**src/rtl/burn_pkg.sv**
```systemverilog
package burn_pkg;

  typedef enum logic [1:0] {
    SUP_READ   = 2'b00,
    SUP_PROG   = 2'b01,
    SUP_CHK_HI = 2'b10,
    SUP_CHK_LO = 2'b11
  } supply_e;

  typedef enum logic [2:0] {
    DUR_SETUP,
    DUR_PULSE,
    DUR_HOLD,
    DUR_GAP,
    DUR_ACCESS
  } dur_e;

  typedef struct packed {
    logic loadStart;
    logic incAddr;
    logic clrPulse;
    logic incPulse;
    logic ldTimer;
    dur_e dur;
    logic latchFail;
  } burn_cmd_t;

endpackage

```
**src/rtl/burn_dpath.sv**
```systemverilog
module burn_dpath
  import burn_pkg::*;
#(
  parameter int AW         = 18,
  parameter int DW         = 8,
  parameter int CLK_MHZ    = 50,
  parameter int MAX_PULSES = 25,
  parameter int SETUP_US   = 2,
  parameter int PULSE_US   = 100,
  parameter int HOLD_US    = 2,
  parameter int GAP_US     = 2,
  parameter int ACCESS_NS  = 100
) (
  input  logic          clk,
  input  logic          rstN,
  input  burn_cmd_t     cmd,
  input  logic [AW-1:0] startAddr,
  input  logic [AW-1:0] lastAddr,
  input  logic [DW-1:0] srcData,
  input  logic [DW-1:0] memDataIn,
  output logic [AW-1:0] addr,
  output logic [AW-1:0] failAddr,
  output logic          timerDone,
  output logic          atLast,
  output logic          pulseMax,
  output logic          match
);

  localparam int SETUP_CYC  = SETUP_US * CLK_MHZ;
  localparam int PULSE_CYC  = PULSE_US * CLK_MHZ;
  localparam int HOLD_CYC   = HOLD_US * CLK_MHZ;
  localparam int GAP_CYC    = GAP_US * CLK_MHZ;
  localparam int ACCESS_CYC = (ACCESS_NS * CLK_MHZ + 999) / 1000 + 1;
  localparam int TW = $clog2(SETUP_CYC + PULSE_CYC + HOLD_CYC + GAP_CYC + ACCESS_CYC + 1);
  localparam int PW = $clog2(MAX_PULSES + 1);

  logic [TW-1:0] timer;
  logic [TW-1:0] loadVal;
  logic [PW-1:0] pulseCnt;

  always_comb begin
    case (cmd.dur)
      DUR_SETUP:  loadVal = TW'(SETUP_CYC - 1);
      DUR_PULSE:  loadVal = TW'(PULSE_CYC - 1);
      DUR_HOLD:   loadVal = TW'(HOLD_CYC - 1);
      DUR_GAP:    loadVal = TW'(GAP_CYC - 1);
      default:    loadVal = TW'(ACCESS_CYC - 1);
    endcase
  end

  always_ff @(posedge clk or negedge rstN) begin
    if (!rstN) begin
      addr     <= '0;
      failAddr <= '0;
      pulseCnt <= '0;
      timer    <= '0;
    end else begin
      if (cmd.loadStart)    addr <= startAddr;
      else if (cmd.incAddr) addr <= addr + 1'b1;

      if (cmd.clrPulse)      pulseCnt <= '0;
      else if (cmd.incPulse) pulseCnt <= pulseCnt + 1'b1;

      if (cmd.ldTimer)        timer <= loadVal;
      else if (timer != '0)   timer <= timer - 1'b1;

      if (cmd.latchFail) failAddr <= addr;
    end
  end

  assign timerDone = (timer == '0);
  assign atLast    = (addr == lastAddr);
  assign pulseMax  = (pulseCnt >= PW'(MAX_PULSES));
  assign match     = (memDataIn == srcData);

  // pulse count never exceeds the per-byte limit
  a_r6_pulse_cap: assert property (@(posedge clk) disable iff (!rstN)
    pulseCnt <= PW'(MAX_PULSES));

  // the address never steps beyond the last address
  a_r7_no_overrun: assert property (@(posedge clk) disable iff (!rstN)
    cmd.incAddr |-> (addr != lastAddr));

endmodule

```
**src/rtl/burn_ctrl.sv**
```systemverilog
module burn_ctrl
  import burn_pkg::*;
(
  input  logic      clk,
  input  logic      rstN,
  input  logic      start,
  input  logic      timerDone,
  input  logic      match,
  input  logic      atLast,
  input  logic      pulseMax,
  output burn_cmd_t cmd,
  output logic      ceN,
  output logic      oeN,
  output logic      pgmN,
  output logic      memDataOe,
  output supply_e   supplySel,
  output logic      busy,
  output logic      passFlag,
  output logic      failFlag
);

  typedef enum logic [3:0] {
    ST_IDLE, ST_SETUP, ST_PULSE, ST_HOLD, ST_GAP, ST_VERIFY,
    ST_CSET_HI, ST_CRD_HI, ST_CSET_LO, ST_CRD_LO
  } state_e;

  state_e st, nxt;
  logic   finishOk;

  always_comb begin
    nxt      = st;
    cmd      = '0;
    cmd.dur  = DUR_SETUP;
    finishOk = 1'b0;
    case (st)
      ST_IDLE: if (start) begin
        cmd.loadStart = 1'b1; cmd.clrPulse = 1'b1;
        cmd.ldTimer = 1'b1; cmd.dur = DUR_SETUP; nxt = ST_SETUP;
      end
      ST_SETUP: if (timerDone) begin
        cmd.incPulse = 1'b1; cmd.ldTimer = 1'b1; cmd.dur = DUR_PULSE; nxt = ST_PULSE;
      end
      ST_PULSE: if (timerDone) begin
        cmd.ldTimer = 1'b1; cmd.dur = DUR_HOLD; nxt = ST_HOLD;
      end
      ST_HOLD: if (timerDone) begin
        cmd.ldTimer = 1'b1; cmd.dur = DUR_GAP; nxt = ST_GAP;
      end
      ST_GAP: if (timerDone) begin
        cmd.ldTimer = 1'b1; cmd.dur = DUR_ACCESS; nxt = ST_VERIFY;
      end
      ST_VERIFY: if (timerDone) begin
        if (match && atLast) begin
          cmd.loadStart = 1'b1; cmd.ldTimer = 1'b1; cmd.dur = DUR_SETUP; nxt = ST_CSET_HI;
        end else if (match) begin
          cmd.incAddr = 1'b1; cmd.clrPulse = 1'b1;
          cmd.ldTimer = 1'b1; cmd.dur = DUR_SETUP; nxt = ST_SETUP;
        end else if (pulseMax) begin
          cmd.latchFail = 1'b1; nxt = ST_IDLE;
        end else begin
          cmd.ldTimer = 1'b1; cmd.dur = DUR_SETUP; nxt = ST_SETUP;
        end
      end
      ST_CSET_HI, ST_CSET_LO: if (timerDone) begin
        cmd.ldTimer = 1'b1; cmd.dur = DUR_ACCESS;
        nxt = (st == ST_CSET_HI) ? ST_CRD_HI : ST_CRD_LO;
      end
      ST_CRD_HI, ST_CRD_LO: if (timerDone) begin
        if (!match) begin
          cmd.latchFail = 1'b1; nxt = ST_IDLE;
        end else if (atLast && st == ST_CRD_HI) begin
          cmd.loadStart = 1'b1; cmd.ldTimer = 1'b1; cmd.dur = DUR_SETUP; nxt = ST_CSET_LO;
        end else if (atLast) begin
          finishOk = 1'b1; nxt = ST_IDLE;
        end else begin
          cmd.incAddr = 1'b1; cmd.ldTimer = 1'b1; cmd.dur = DUR_ACCESS;
        end
      end
      default: nxt = ST_IDLE;
    endcase
  end

  always_ff @(posedge clk or negedge rstN) begin
    if (!rstN) begin
      st       <= ST_IDLE;
      passFlag <= 1'b0;
      failFlag <= 1'b0;
    end else begin
      st <= nxt;
      if (st == ST_IDLE && start) begin
        passFlag <= 1'b0;
        failFlag <= 1'b0;
      end
      if (cmd.latchFail) failFlag <= 1'b1;
      if (finishOk)      passFlag <= 1'b1;
    end
  end

  always_comb begin
    ceN       = (st == ST_IDLE);
    oeN       = !(st inside {ST_VERIFY, ST_CRD_HI, ST_CRD_LO});
    pgmN      = (st != ST_PULSE);
    memDataOe = st inside {ST_SETUP, ST_PULSE, ST_HOLD};
    busy      = (st != ST_IDLE);
    case (st)
      ST_SETUP, ST_PULSE, ST_HOLD, ST_GAP, ST_VERIFY: supplySel = SUP_PROG;
      ST_CSET_HI, ST_CRD_HI:                          supplySel = SUP_CHK_HI;
      ST_CSET_LO, ST_CRD_LO:                          supplySel = SUP_CHK_LO;
      default:                                        supplySel = SUP_READ;
    endcase
  end

  // a strobe only with programming supplies, device enabled, data driven
  a_r2_strobe_qualified: assert property (@(posedge clk) disable iff (!rstN)
    !pgmN |-> (supplySel == SUP_PROG && !ceN && oeN && memDataOe));

  // no bus contention during reads
  a_r4_no_contention: assert property (@(posedge clk) disable iff (!rstN)
    !oeN |-> !memDataOe);

  // a pulse holds until its window expires, then ends
  a_r3_pulse_held: assert property (@(posedge clk) disable iff (!rstN)
    (!pgmN && !timerDone) |=> !pgmN);
  a_r3_pulse_ends: assert property (@(posedge clk) disable iff (!rstN)
    (!pgmN && timerDone) |=> pgmN);

  // a failure lands at read levels with the device deselected
  a_r10_fail_safe: assert property (@(posedge clk) disable iff (!rstN)
    $rose(failFlag) |-> (supplySel == SUP_READ && ceN && !passFlag));

  // pass and fail are never reported together
  a_r9_exclusive: assert property (@(posedge clk) disable iff (!rstN)
    !(passFlag && failFlag));

endmodule

```
**src/rtl/eprom_burn_seq.sv**
```systemverilog
module eprom_burn_seq
  import burn_pkg::*;
#(
  parameter int AW         = 18,
  parameter int DW         = 8,
  parameter int CLK_MHZ    = 50,
  parameter int MAX_PULSES = 25,
  parameter int SETUP_US   = 2,
  parameter int PULSE_US   = 100,
  parameter int HOLD_US    = 2,
  parameter int GAP_US     = 2,
  parameter int ACCESS_NS  = 100
) (
  input  logic          clk,
  input  logic          rstN,
  input  logic          start,
  input  logic [AW-1:0] startAddr,
  input  logic [AW-1:0] lastAddr,
  input  logic [DW-1:0] srcData,
  input  logic [DW-1:0] memDataIn,
  output logic [AW-1:0] memAddr,
  output logic [DW-1:0] memDataOut,
  output logic          memDataOe,
  output logic          ceN,
  output logic          oeN,
  output logic          pgmN,
  output logic [1:0]    supplySel,
  output logic          busy,
  output logic          pass,
  output logic          fail,
  output logic [AW-1:0] failAddr
);

  burn_cmd_t cmd;
  supply_e   supplyCode;
  logic      timerDone, match, atLast, pulseMax;

  burn_ctrl u_ctrl (
    .clk(clk), .rstN(rstN), .start(start),
    .timerDone(timerDone), .match(match), .atLast(atLast), .pulseMax(pulseMax),
    .cmd(cmd), .ceN(ceN), .oeN(oeN), .pgmN(pgmN), .memDataOe(memDataOe),
    .supplySel(supplyCode), .busy(busy), .passFlag(pass), .failFlag(fail)
  );

  burn_dpath #(
    .AW(AW), .DW(DW), .CLK_MHZ(CLK_MHZ), .MAX_PULSES(MAX_PULSES),
    .SETUP_US(SETUP_US), .PULSE_US(PULSE_US), .HOLD_US(HOLD_US),
    .GAP_US(GAP_US), .ACCESS_NS(ACCESS_NS)
  ) u_dpath (
    .clk(clk), .rstN(rstN), .cmd(cmd),
    .startAddr(startAddr), .lastAddr(lastAddr),
    .srcData(srcData), .memDataIn(memDataIn),
    .addr(memAddr), .failAddr(failAddr),
    .timerDone(timerDone), .atLast(atLast), .pulseMax(pulseMax), .match(match)
  );

  assign supplySel  = supplyCode;
  assign memDataOut = srcData;

endmodule

```
**config.mk**
```make
export PLATFORM = sky130hd
export DESIGN_NAME = eprom_burn_seq
export DESIGN_NICKNAME = d
export VERILOG_FILES = /design/src/rtl/burn_pkg.sv /design/src/rtl/burn_dpath.sv /design/src/rtl/burn_ctrl.sv /design/src/rtl/eprom_burn_seq.sv
export SDC_FILE = /design/constraint.sdc
export NUM_CORES = 1
export LEC_CHECK = 0
export BUFFER_PORTS_ARGS = -buffer_cell sky130_fd_sc_hd__buf_2
export CORE_MARGIN = 2
export CORE_UTILIZATION = 50
export CTS_CLUSTER_DIAMETER = 150
export DETAILED_ROUTE_END_ITERATION = 8
export PLACE_DENSITY = 0.89
export SYNTH_ARGS = -nofsm -noshare
export SYNTH_HDL_FRONTEND = slang
export SYNTH_SLANG_ARGS = --single-unit
```
**constraint.sdc**
```tcl
create_clock -name clk -period 6.7 [get_ports clk]
set_clock_uncertainty 0.15 [all_clocks]
set_input_delay 1.675 -clock clk [delete_from_list [all_inputs] [get_ports clk]]
set_output_delay 1.675 -clock clk [all_outputs]
set_load 0.01 [all_outputs]
```
==> impl_metrics.ini <==
[routing]
drt-pass1-iter-count = 5
drc_errors = 0
postRouteAntennaNets = 0
routed_wl_mm = 9.212
wl_per_cell_um = 15.46
num_vias = 3414
viasPerCell = 5.728
drtIter0Drc = 257

[cells_and_area]
stdcell_count = 596
nets = 552
n_antenna_cell = 0
syn_to_final_growth_pct = 20.34
fill_cells = 588
drive_gt1_frac = 0.3078

[global_routing]
grt.met1_usage = 0.3394
use_met2 = 0.3409
use_met3 = 0.04662
grt_usage = 0.2310
antenna_found_initial = 0
grt_max_degree = 61
grt_pass1_vias = 3028
grt_pass1_wl_mm = 14.35
gr-total-overflow = 0
top_usage_layer = met2

[cts]
htree_levels = 3
clk_latency_ps = 340
post_cts_buffers = 0
cts_sinks = 60
cts_root_buf = clkbuf_8
cts-resized-gates = 0
cts_tree = yes
holdBufCountCts = 0
numCtsBuffers = 9
cts_max_path_buffers = 2
path_clk_slew_ps = 70

[pwr]
power_mw = 0.7620
p_per_area_nw_per_um2 = 173.0
peakVddDrop_uv = 191.1
p_leak_nw = 2.042

[die]
start_util = 0.5102
core_area_um2 = 7176
die_h_um = 89.57
io_pins = 108
die-area_um2 = 8023
row_count = 31
die_w_um = 89.57

[timing]
tightest_slew_ps = 1054
rsz0062_at_grt = no
holdWs_ps = 328.3
setup-violations-final = 0
fmax_ghz = 0.2482
final_hold_viol_count = 0
min_period_ps = 4029
tns_ps = 0
slew_violations = 0
period_share = 0.6013
maxSlewHeadroom = 0.2922

[worst_setup_path]
max_stage_delay_ps = 630
worstPathMaxFanout = 33
cp_num_buf_inv = 1
crit_family = simple AND/OR/NAND/NOR gates
arrival_ps = 4100
crit_type = in2reg
critical_path.startpoint_type = input port
crit_required_ps = 6770
path_cells = buf_2, xnor2_1, nand2_1, or4_1, or2_4, o21ai_4, nor2_1, a211o_1
critPathSlowestCell = or4_1
endpoint_kind = register

[synth]
synth.area.top_cells = dfrtp_1 41%, xnor2_1 7.7%, mux2_2 4.3%
ys_types = 60
syn_area_per_cell_um2 = 9.245
synth-edff-count = 0
yosysTopAreaCellShare = 0.4101
postSynthCellCount = 396
synth_area_um2 = 3661
ys_warn_count = 0
async_flop_share = 1.000
ys.flop_type = dfrtp_1
synthesis.nets = 456
seq_area_frac_synth = 0.4101
ys_seq_elements = 60
yosys.area.top_type = dfrtp_1

[flow_run]
drv_cap = 0

[status]
outcome = complete, no violations

[placed_design]
place_congestion = 0.9276
dp_hpwl_mm = 6.867
io_buffers = 107
dp_cells = 580

[hold_path]
holdCritPathClass = reg2reg
## metal layers
| metal | wire (um) | part of all wire |
|---|---|---|
| met1 | 3849 | 0.42 |
| met2 | 4475 | 0.49 |
| met3 | 725 | 0.079 |
| met4 | 161 | 0.017 |
| met5 | 0 | 0 |
## cell usage in the layout, fill, tap and decap left out, types with 3 or more instances in the layout
cell type  Yosys  final
dfrtp_1       60     60
xor2_1        14     14
nor4_1         7      7
xnor2_1       32     32
nand2_1       35     35
nor2b_1        5      5
nor3_1        20     20
a22oi_1        4      4
clkbuf_8       0      9
mux2_2        14     14
inv_1         18     18
nand3_1       13     13
a21oi_1       10     10
nor2_1        33     33
or4_1          3      3
o21ai_1        3      3
and3_1         5      5
buf_2          3    107
o21ai_0       30     30
nand4_1       12     12
ha_1           5      5
o31ai_1        4      4
## worst paths after layout
check                           cells after the start                   to                start  slack, ps
worst max-delay path                                8     u_dpath.addr[15]         lastAddr[17]       2670
worst min-delay path                                2  u_dpath.failAddr[2]  u_dpath.failAddr[2]        330
worst max register to register                      7     u_dpath.addr[15]     u_dpath.timer[4]       3560
worst min register to register                      2  u_dpath.failAddr[2]  u_dpath.failAddr[2]        330
max in group asynchronous                           2      u_dpath.addr[9]                 rstN       4580
min in group asynchronous                           2         u_ctrl.st[0]                 rstN       1330
## metrics by stage
stage | util | instance area, um^2 | setup WS (ps)
finish | 0.6139 | 4405 | 2671
CTS | 0.6139 | 4405 | 2701
detailed placement | 0.5840 | 4190 | 2350
floorplan | - | 3661 | 3077
global placement | 0.5840 | 4190 | 2447
global route | 0.6139 | 4405 | 2526
## cell families after synthesis
family,Yosys count,share of synthesized area
compound gates,77,0.1459
simple gates,150,0.2102
mux,16,0.04853
xor+xnor,46,0.1100
buf+inv,42,0.05810
flops,60,0.4101
fa+ha+maj,5,0.01709
## power by group
part	internal, mW	total, mW	switching, mW
logic	0.0199	0.0404	0.0205
registers	0.362	0.362	0.0000000194
clock network	0.210	0.360	0.149
total	0.592	0.762	0.170
## sequential cells by signal (all words and copies together), names as in the netlist
name and flops:
u_ctrl.passFlag 1, u_dpath.pulseCnt 5, u_dpath.addr 18, u_ctrl.st 4, u_dpath.failAddr 18, u_ctrl.failFlag 1
u_dpath.timer 13
## worst reg2reg max path, cell delays in order (launching register included)
cell	delay (ps)
dfrtp_1	410
or3_4	420
nor3_4	200
and4_1	480
nand3_1	190
o21ai_4	630
nor2_1	200
a211o_1	340
## cell usage after synthesis, drive strengths merged (13+ instances only)
cell / count
dfrtp: 60
nand4: 13
o21ai: 34
xor2: 14
nor3: 21
nand2: 35
buf: 14
nand3: 13
mux2: 14
inv: 18
nor2: 35
xnor2: 32
## cell type report
cell class | count | area [um^2] | area share
multi-input combinational | 294 | 1947 | 0.4419
clock buffer | 10 | 127.6 | 0.02897
sequential | 60 | 1501 | 0.3408
inverter | 18 | 67.56 | 0.01534
tap | 99 | 123.9 | 0.02812
clock inverter | 6 | 87.58 | 0.01988
timing repair buffer | 109 | 550.5 | 0.1250
No activity file was read; power rests on OpenSTA's default activity.
